--- src/rtl/alu8_pkg.sv ---
package alu8_pkg;

  localparam int STATUS_W = 8;
  localparam int FLAG_W   = 6;

  typedef enum logic [4:0] {
    OP_ADD  = 5'd0,
    OP_ADC  = 5'd1,
    OP_SUB  = 5'd2,
    OP_SBC  = 5'd3,
    OP_CMP  = 5'd4,
    OP_CMPC = 5'd5,
    OP_AND  = 5'd6,
    OP_OR   = 5'd7,
    OP_XOR  = 5'd8,
    OP_INV  = 5'd9,
    OP_NEG  = 5'd10,
    OP_INC  = 5'd11,
    OP_DEC  = 5'd12,
    OP_ASR  = 5'd13,
    OP_LSR  = 5'd14,
    OP_ROR  = 5'd15,
    OP_SWAP = 5'd16
  } alu_op_e;

  // Packed order places c at bit 0 up to h at bit 5 of the status byte.
  typedef struct packed {
    logic h;
    logic s;
    logic v;
    logic n;
    logic z;
    logic c;
  } alu_flags_t;

  typedef enum logic [1:0] {
    UNIT_ARITH,
    UNIT_LOGIC,
    UNIT_SHIFT,
    UNIT_NONE
  } unit_sel_e;

endpackage

--- src/rtl/alu8_arith.sv ---
module alu8_arith
  import alu8_pkg::*;
#(
  parameter int DATA_W = 8
) (
  input  alu_op_e             op,
  input  logic [DATA_W-1:0]   a,
  input  logic [DATA_W-1:0]   b,
  input  alu_flags_t          flags_in,
  output logic [DATA_W-1:0]   res,
  output alu_flags_t          flags_out
);

  localparam int MSB = DATA_W - 1;
  localparam int HB  = DATA_W / 2 - 1;
  localparam logic [DATA_W-1:0] MAX_POS = {1'b0, {(DATA_W-1){1'b1}}};
  localparam logic [DATA_W-1:0] MIN_NEG = {1'b1, {(DATA_W-1){1'b0}}};
  localparam logic [DATA_W-1:0] ONE     = {{(DATA_W-1){1'b0}}, 1'b1};

  function automatic logic carry_at(input logic x, input logic y, input logic r);
    return (x & y) | (y & ~r) | (~r & x);
  endfunction

  function automatic logic borrow_at(input logic x, input logic y, input logic r);
    return (~x & y) | (y & r) | (r & ~x);
  endfunction

  logic [DATA_W-1:0] lhs;
  logic [DATA_W-1:0] rhs;
  logic              cin;
  logic              do_sub;
  logic [DATA_W-1:0] cin_ext;
  logic              is_zero;

  // operand steering
  always_comb begin
    lhs    = a;
    rhs    = b;
    cin    = 1'b0;
    do_sub = 1'b0;
    case (op)
      OP_ADC:          cin = flags_in.c;
      OP_SUB, OP_CMP:  do_sub = 1'b1;
      OP_SBC, OP_CMPC: begin
        do_sub = 1'b1;
        cin    = flags_in.c;
      end
      OP_INC:          rhs = ONE;
      OP_DEC: begin
        rhs    = ONE;
        do_sub = 1'b1;
      end
      OP_NEG: begin
        lhs    = '0;
        rhs    = a;
        do_sub = 1'b1;
      end
      default: ;
    endcase
  end

  assign cin_ext = {{(DATA_W-1){1'b0}}, cin};
  assign res     = do_sub ? (lhs - rhs - cin_ext) : (lhs + rhs + cin_ext);
  assign is_zero = (res == '0);

  // flag rules per operation
  always_comb begin
    flags_out = flags_in;
    case (op)
      OP_ADD, OP_ADC: begin
        flags_out.h = carry_at(lhs[HB], rhs[HB], res[HB]);
        flags_out.c = carry_at(lhs[MSB], rhs[MSB], res[MSB]);
        flags_out.v = (lhs[MSB] & rhs[MSB] & ~res[MSB]) |
                      (~lhs[MSB] & ~rhs[MSB] & res[MSB]);
      end
      OP_SUB, OP_SBC, OP_CMP, OP_CMPC: begin
        flags_out.h = borrow_at(lhs[HB], rhs[HB], res[HB]);
        flags_out.c = borrow_at(lhs[MSB], rhs[MSB], res[MSB]);
        flags_out.v = (lhs[MSB] & ~rhs[MSB] & ~res[MSB]) |
                      (~lhs[MSB] & rhs[MSB] & res[MSB]);
      end
      OP_INC: flags_out.v = (a == MAX_POS);
      OP_DEC: flags_out.v = (res == MAX_POS);
      OP_NEG: begin
        flags_out.h = res[HB] | a[HB];
        flags_out.v = (res == MIN_NEG);
        flags_out.c = ~is_zero;
      end
      default: ;
    endcase
    flags_out.n = res[MSB];
    flags_out.s = flags_out.n ^ flags_out.v;
    if ((op == OP_SBC) || (op == OP_CMPC)) begin
      flags_out.z = flags_in.z & is_zero;
    end else begin
      flags_out.z = is_zero;
    end
  end

endmodule

--- src/rtl/alu8_logic.sv ---
module alu8_logic
  import alu8_pkg::*;
#(
  parameter int DATA_W = 8
) (
  input  alu_op_e             op,
  input  logic [DATA_W-1:0]   a,
  input  logic [DATA_W-1:0]   b,
  input  alu_flags_t          flags_in,
  output logic [DATA_W-1:0]   res,
  output alu_flags_t          flags_out
);

  localparam int MSB  = DATA_W - 1;
  localparam int HALF = DATA_W / 2;

  logic updates;

  always_comb begin
    res     = a;
    updates = 1'b1;
    case (op)
      OP_AND:  res = a & b;
      OP_OR:   res = a | b;
      OP_XOR:  res = a ^ b;
      OP_INV:  res = ~a;
      OP_SWAP: begin
        res     = {a[HALF-1:0], a[MSB:HALF]};
        updates = 1'b0;
      end
      default: updates = 1'b0;
    endcase
  end

  always_comb begin
    flags_out = flags_in;
    if (updates) begin
      flags_out.v = 1'b0;
      flags_out.n = res[MSB];
      flags_out.s = res[MSB];
      flags_out.z = (res == '0);
      if (op == OP_INV) begin
        flags_out.c = 1'b1;
      end
    end
  end

endmodule

--- src/rtl/alu8_shift.sv ---
module alu8_shift
  import alu8_pkg::*;
#(
  parameter int DATA_W = 8
) (
  input  alu_op_e             op,
  input  logic [DATA_W-1:0]   a,
  input  alu_flags_t          flags_in,
  output logic [DATA_W-1:0]   res,
  output alu_flags_t          flags_out
);

  localparam int MSB = DATA_W - 1;

  logic fill;

  always_comb begin
    case (op)
      OP_ASR:  fill = a[MSB];
      OP_ROR:  fill = flags_in.c;
      default: fill = 1'b0;
    endcase
  end

  assign res = {fill, a[MSB:1]};

  always_comb begin
    flags_out   = flags_in;
    flags_out.c = a[0];
    flags_out.n = res[MSB];
    flags_out.v = res[MSB] ^ a[0];
    flags_out.s = flags_out.n ^ flags_out.v;
    flags_out.z = (res == '0);
  end

endmodule

--- src/rtl/alu8_status_reg.sv ---
module alu8_status_reg #(
  parameter int WIDTH = 8
) (
  input  logic             clk,
  input  logic             rst_n,
  input  logic             load,
  input  logic [WIDTH-1:0] d,
  output logic [WIDTH-1:0] q
);

  for (genvar i = 0; i < WIDTH; i++) begin : g_bit
    logic bit_q;
    logic bit_nxt;

    always_comb begin
      bit_nxt = load ? d[i] : bit_q;
    end

    always_ff @(posedge clk or negedge rst_n) begin
      if (!rst_n) begin
        bit_q <= 1'b0;
      end else begin
        bit_q <= bit_nxt;
      end
    end

    assign q[i] = bit_q;
  end

endmodule

--- src/rtl/mcu_alu8.sv ---
module mcu_alu8
  import alu8_pkg::*;
#(
  parameter int DATA_W = 8
) (
  input  logic                clk,
  input  logic                rst_n,
  input  logic                op_valid,
  input  logic [4:0]          op_sel,
  input  logic [DATA_W-1:0]   opnd_a,
  input  logic [DATA_W-1:0]   opnd_b,
  input  logic [STATUS_W-1:0] status_in,
  output logic [DATA_W-1:0]   result,
  output logic                result_we,
  output logic [STATUS_W-1:0] status_next,
  output logic                [STATUS_W-1:0] status_q
);

  alu_op_e     op;
  unit_sel_e   unit;
  logic        writes;
  alu_flags_t  flags_cur;
  alu_flags_t  fl_arith, fl_logic, fl_shift;
  alu_flags_t  flags_sel;
  logic [DATA_W-1:0] r_arith, r_logic, r_shift;

  assign op        = alu_op_e'(op_sel);
  assign flags_cur = alu_flags_t'(status_in[FLAG_W-1:0]);

  // operation class decode
  always_comb begin
    case (op)
      OP_ADD, OP_ADC, OP_SUB, OP_SBC, OP_CMP, OP_CMPC,
      OP_NEG, OP_INC, OP_DEC:                  unit = UNIT_ARITH;
      OP_AND, OP_OR, OP_XOR, OP_INV, OP_SWAP:  unit = UNIT_LOGIC;
      OP_ASR, OP_LSR, OP_ROR:                  unit = UNIT_SHIFT;
      default:                                 unit = UNIT_NONE;
    endcase
    writes = (unit != UNIT_NONE) && (op != OP_CMP) && (op != OP_CMPC);
  end

  alu8_arith #(.DATA_W(DATA_W)) u_arith (
    .op        (op),
    .a         (opnd_a),
    .b         (opnd_b),
    .flags_in  (flags_cur),
    .res       (r_arith),
    .flags_out (fl_arith)
  );

  alu8_logic #(.DATA_W(DATA_W)) u_logic (
    .op        (op),
    .a         (opnd_a),
    .b         (opnd_b),
    .flags_in  (flags_cur),
    .res       (r_logic),
    .flags_out (fl_logic)
  );

  alu8_shift #(.DATA_W(DATA_W)) u_shift (
    .op        (op),
    .a         (opnd_a),
    .flags_in  (flags_cur),
    .res       (r_shift),
    .flags_out (fl_shift)
  );

  // result and flag select
  always_comb begin
    case (unit)
      UNIT_ARITH: begin
        result    = r_arith;
        flags_sel = fl_arith;
      end
      UNIT_LOGIC: begin
        result    = r_logic;
        flags_sel = fl_logic;
      end
      UNIT_SHIFT: begin
        result    = r_shift;
        flags_sel = fl_shift;
      end
      default: begin
        result    = '0;
        flags_sel = flags_cur;
      end
    endcase
  end

  assign result_we   = op_valid & writes;
  assign status_next = {status_in[STATUS_W-1:FLAG_W], flags_sel};

  alu8_status_reg #(.WIDTH(STATUS_W)) u_sreg (
    .clk   (clk),
    .rst_n (rst_n),
    .load  (op_valid),
    .d     (status_next),
    .q     (status_q)
  );

endmodule

--- config.mk ---
export PLATFORM = sky130hd
export DESIGN_NAME = mcu_alu8
export DESIGN_NICKNAME = d
export VERILOG_FILES = /design/src/rtl/alu8_pkg.sv /design/src/rtl/alu8_arith.sv /design/src/rtl/alu8_logic.sv /design/src/rtl/alu8_shift.sv /design/src/rtl/alu8_status_reg.sv /design/src/rtl/mcu_alu8.sv
export SDC_FILE = /design/constraint.sdc
export NUM_CORES = 1
export LEC_CHECK = 0
export ABC_AREA = 1
export CAP_MARGIN = 20
export CELL_PAD_IN_SITES_DETAIL_PLACEMENT = 0
export CELL_PAD_IN_SITES_GLOBAL_PLACEMENT = 1
export CORE_MARGIN = 2
export CORE_UTILIZATION = 38
export DETAILED_ROUTE_END_ITERATION = 10
export MAX_ROUTING_LAYER = met4
export PLACE_DENSITY = 0.91
export SLEW_MARGIN = 20
export SYNTH_ARGS = -nofsm -noshare
export SYNTH_HDL_FRONTEND = slang
export SYNTH_HIERARCHICAL = 1
export SYNTH_SLANG_ARGS = --single-unit
--- constraint.sdc ---
create_clock -name clk -period 5.06 [get_ports clk]
set_input_delay 1.012 -clock clk [delete_from_list [all_inputs] [get_ports clk]]
set_output_delay 1.012 -clock clk [all_outputs]
set_load 0.1 [all_outputs]
==> metrics.md <==
| Metric | Value |
|---|---|
| Synth area leader | nand2_1 |
| Wirelength, routed | roughly 13000 um |
| Total GRT Usage | between 20% and 30% |
| Synth Area per Inst | ~5.8 sq um |
| Post-route setup TNS | -0.3362 ns |
| Cts hold-fix bufs | 0 |
| Vias in the first global route | between 4k and 5k |
| Cell area after placement | a little under 5000 sq um |
| Starting density of the core | 38.67% |
| Sequential fraction of the synthesis area | under 10% |
| Antenna cells | 0 |
| Worst R2R Start | u_sreg/g_bit[1].bit_q |
| Final Cycle Share | 102.1% |
| Cell count after synthesis | 644 |
| Share of flip-flops with an asynchronous set or reset | 100.0% |
| Critical Path Sink | status_next[3] |
| Largest Register | u_sreg/g_bit.bit_q |
| Drt drc | 0 |
| Clock root cell | clkbuf_8 |
| Critical path class | in -> out |
| Num CTS Buffers | 3 |
| Ys Warns | 6 |
| P_leak | ~2.9 nW |
| Fin Clk Skew | 0 ns |
| Reg2reg setup slack | 4.44 ns |
| Initial drt markers | about 240 |
| Layout cell share with drive strength beyond 1 | around 33% |
| Biggest regs | u_sreg/g_bit.bit_q x8 |
| Clk sink count | 8 |
| Worst path most repeated cell | nand3_1 |
| Core Util, Final | around 57% |
| TritonCTS clock tree | built |
| CP max stage cell | fa_2 |
| Most common cell after layout, fill and taps aside | nand2_1 |
| Final ANT Viol Nets | 0 |
| GRT overflow | 0 |
| #FFs+latches synth | 8 |
| CTS clk-pin slew, worst paths | roughly 0.04 ns |
| Status | complete, but fails checks |
| Largest net degree at the start of global routing | 31 |
| Most frequent cells in the layout | nand2_1 (147), buf_4 (98), inv_1 (89) |
| Worst-Skew Late Latency | around 0.23 ns |
| Total die area | between 10000 and 15000 sq um |
| Top FF cell, synth | dfrtp_1 |
| Final net count | roughly 840 |
| Area grow syn2layout | 47.33% |
| Cells along the critical path | buf_6 > buf_4 > nor2_4 > nand3_1 > nand2_1 > inv_1 > o21ai_0 > nand2_1 > fa_2 > fa_2 > inv_1 > nand3_1 > nand3_1 > nand2_1 > nand3_1 > o21ai_2 > nand3b_1 > nand2_1 > nand3_2 > buf_4 > nand3_1 > nand3_1 > nand4_1 > buf_12 |
| Max Slew Vio Count | 0 |
| CP delay by family, top | simple AND/OR/NAND/NOR gates |
| Worst path bufs/invs | 6 |
| Row count | 36 |
| Slowest cell delay on critical path | just under 0.4 ns |
| Slew headroom | about a third |
| Netlist cell types | 37 |
| DP HPWL | 9963 um |
| Die W | 103.0 um |
| Mapped Area | 3727 sq um |
| Violated checks | setup timing |
| Area contributors post-synth | nand2_1 (16%), ha_1 (12%), nand3_1 (11%), inv_1 (10%), nor2_1 (6.0%) |
| Post-route cell area | around 5500 sq um |
| FF-to-FF End | u_sreg/g_bit[1].bit_q |
| Max cap viols | 0 |
| Routability cong. | 0.9578 |
| H-tree depth | 1 |
| Final setup viols | 4 |
| Io pins | 57 |
| CP startpoint kind | input port |
| Die extent in y | about 100 um |
| Total power | 1.038 mW |
| Core box area | 9639 sq um |
| Crit. End Element | output pin |
| Cells on worst reg2reg path | 2 |
| Number of flip-flops in the largest register | 8 |
| Number of fill cells | about 930 |
| Syn_nets | between 700 and 800 |
| Input/output buffers | 56 |
| RSZ-0062 raised after global routing | true |
| EDFF count, synth | 0 |
| Via density per instance | between 5 and 6 |
| Final hold vios | 0 |
| Crit. path cell count | 24 |
| Worst slew pin tran | just under 1 ns |
| Hold crit path type | reg -> reg |
| Area share of the largest cell type after synthesis | between 10% and 20% |
| WP data arrival | 4.16 ns |
| Power Density | around 190 nW/um^2 |
| Final WS setup | -0.1085 ns |
| Vias | about 4.6k |
| Initial antenna violation count | 0 |
| Req. time, crit path | about 4.1 ns |
| Max Fclk | 193.5 MHz |
| Worst-path maximum fanout | 4 |
| Maximum resistive drop on vdd | 145.7 uV |
| Minimum clock period | slightly above 5 ns |
| Hold Path Depth | 2 |
| First-pass GRT wire length | 19880 um |
| Drt wl/cell | 14.16 um |
| Worst setup path startpoint | op_sel[3] |
| Initial DRT Pass Iterations | 5 |
| CTS max path bufs | 2 |
synth_stat cells (3+ instances only):
| master | n |
|---|---|
| a21oi_1 | 18 |
| buf_2 | 4 |
| buf_4 | 26 |
| buf_6 | 5 |
| clkbuf_1 | 3 |
| dfrtp_1 | 8 |
| fa_1 | 4 |
| ha_1 | 37 |
| inv_1 | 100 |
| inv_2 | 12 |
| nand2_1 | 162 |
| nand2_2 | 11 |
| nand2_4 | 6 |
| nand3_1 | 83 |
| nand3_2 | 12 |
| nand3_4 | 3 |
| nand3b_1 | 6 |
| nand4_1 | 34 |
| nor2_1 | 60 |
| nor2_2 | 6 |
| nor2_4 | 5 |
| nor3_1 | 4 |
| o21ai_0 | 15 |
| xor2_1 | 4 |
metal layers:
layer | global-route usage (%) | wire, um | share of wire (%) | vias to the layer above
met1 | 28.26 | 5297 | 42 | 2086
met4 | 6.680 | 361 | 2.8 | 0
li1 | - | - | - | 2279
met5 | - | 0 | 0 | -
met3 | 1.695 | 726 | 5.7 | 28
met2 | 43.16 | 6283 | 50 | 202
how the worst min path moves through the flow:
stage	startpoint	end	slack (ns)
2_1_floorplan	u_sreg/g_bit[0].bit_q	u_sreg/g_bit[0].bit_q	0.44
3_3_place_gp	u_sreg/g_bit[2].bit_q	u_sreg/g_bit[2].bit_q	0.45
3_5_place_dp	u_sreg/g_bit[4].bit_q	u_sreg/g_bit[4].bit_q	0.46
4_1_cts	u_sreg/g_bit[4].bit_q	u_sreg/g_bit[4].bit_q	0.47
5_1_grt	u_sreg/g_bit[7].bit_q	u_sreg/g_bit[7].bit_q	0.50
6_report	u_sreg/g_bit[4].bit_q	u_sreg/g_bit[4].bit_q	0.47
area by class of cell:
type | count | area [sq um] | area share, %
Clock buffer | 3 | 41.29 | 0.7519
Inverter | 112 | 440.4 | 8.020
Multi-Input combinational cell | 484 | 3177 | 57.85
Sequential cell | 8 | 200.2 | 3.645
Tap cell | 133 | 166.4 | 3.030
Timing Repair Buffer | 155 | 1466 | 26.70
through the flow:
stage	hold slack (ns)	setup slack (ns)	cells
floorplan	0.4431	-0.2635	644
global placement	0.4525	-0.6324	869
detailed placement	0.4583	-0.7112	869
CTS	0.4679	-0.09146	881
global route	0.4958	-0.3622	895
finish	0.4652	-0.1085	895
worst min-delay path, stage by stage (launching register included):
cell     delay, ns
dfrtp_1       0.33
nand2_1       0.05
nand2_1       0.05
timing repair:
action | 4_1_cts | 5_1_grt
endpoints found under the setup margin | 13 | 8
resized for setup | 65 | 46
hold endpoints to repair | 0 | 0
buffers inserted | 9 | 14
pin swaps | 30 | 44
where the power goes:
part           leakage (nW)  total (mW)  internal, mW  switching (mW)
combinational          2.74       0.886         0.337           0.549
sequential            0.100      0.0773        0.0729         0.00439
clock                0.0216      0.0747        0.0513          0.0234
total                  2.86        1.04         0.461           0.577
logic make-up (layout without fill, tap and decap cells):
kind of cell               count (synthesis)  after routing  share of synthesized area (%)
adders and majority gates                 41             41                          14.57
DFF                                        8              8                          5.371
buffers and inverters                    152            270                          19.94
AOI/OAI and AO/OA                         45             45                          6.848
and+or+nand+nor                          393            393                          52.10
xor gates and xnor gates                   5              5                          1.175
Power figures use the tool's default switching activity.
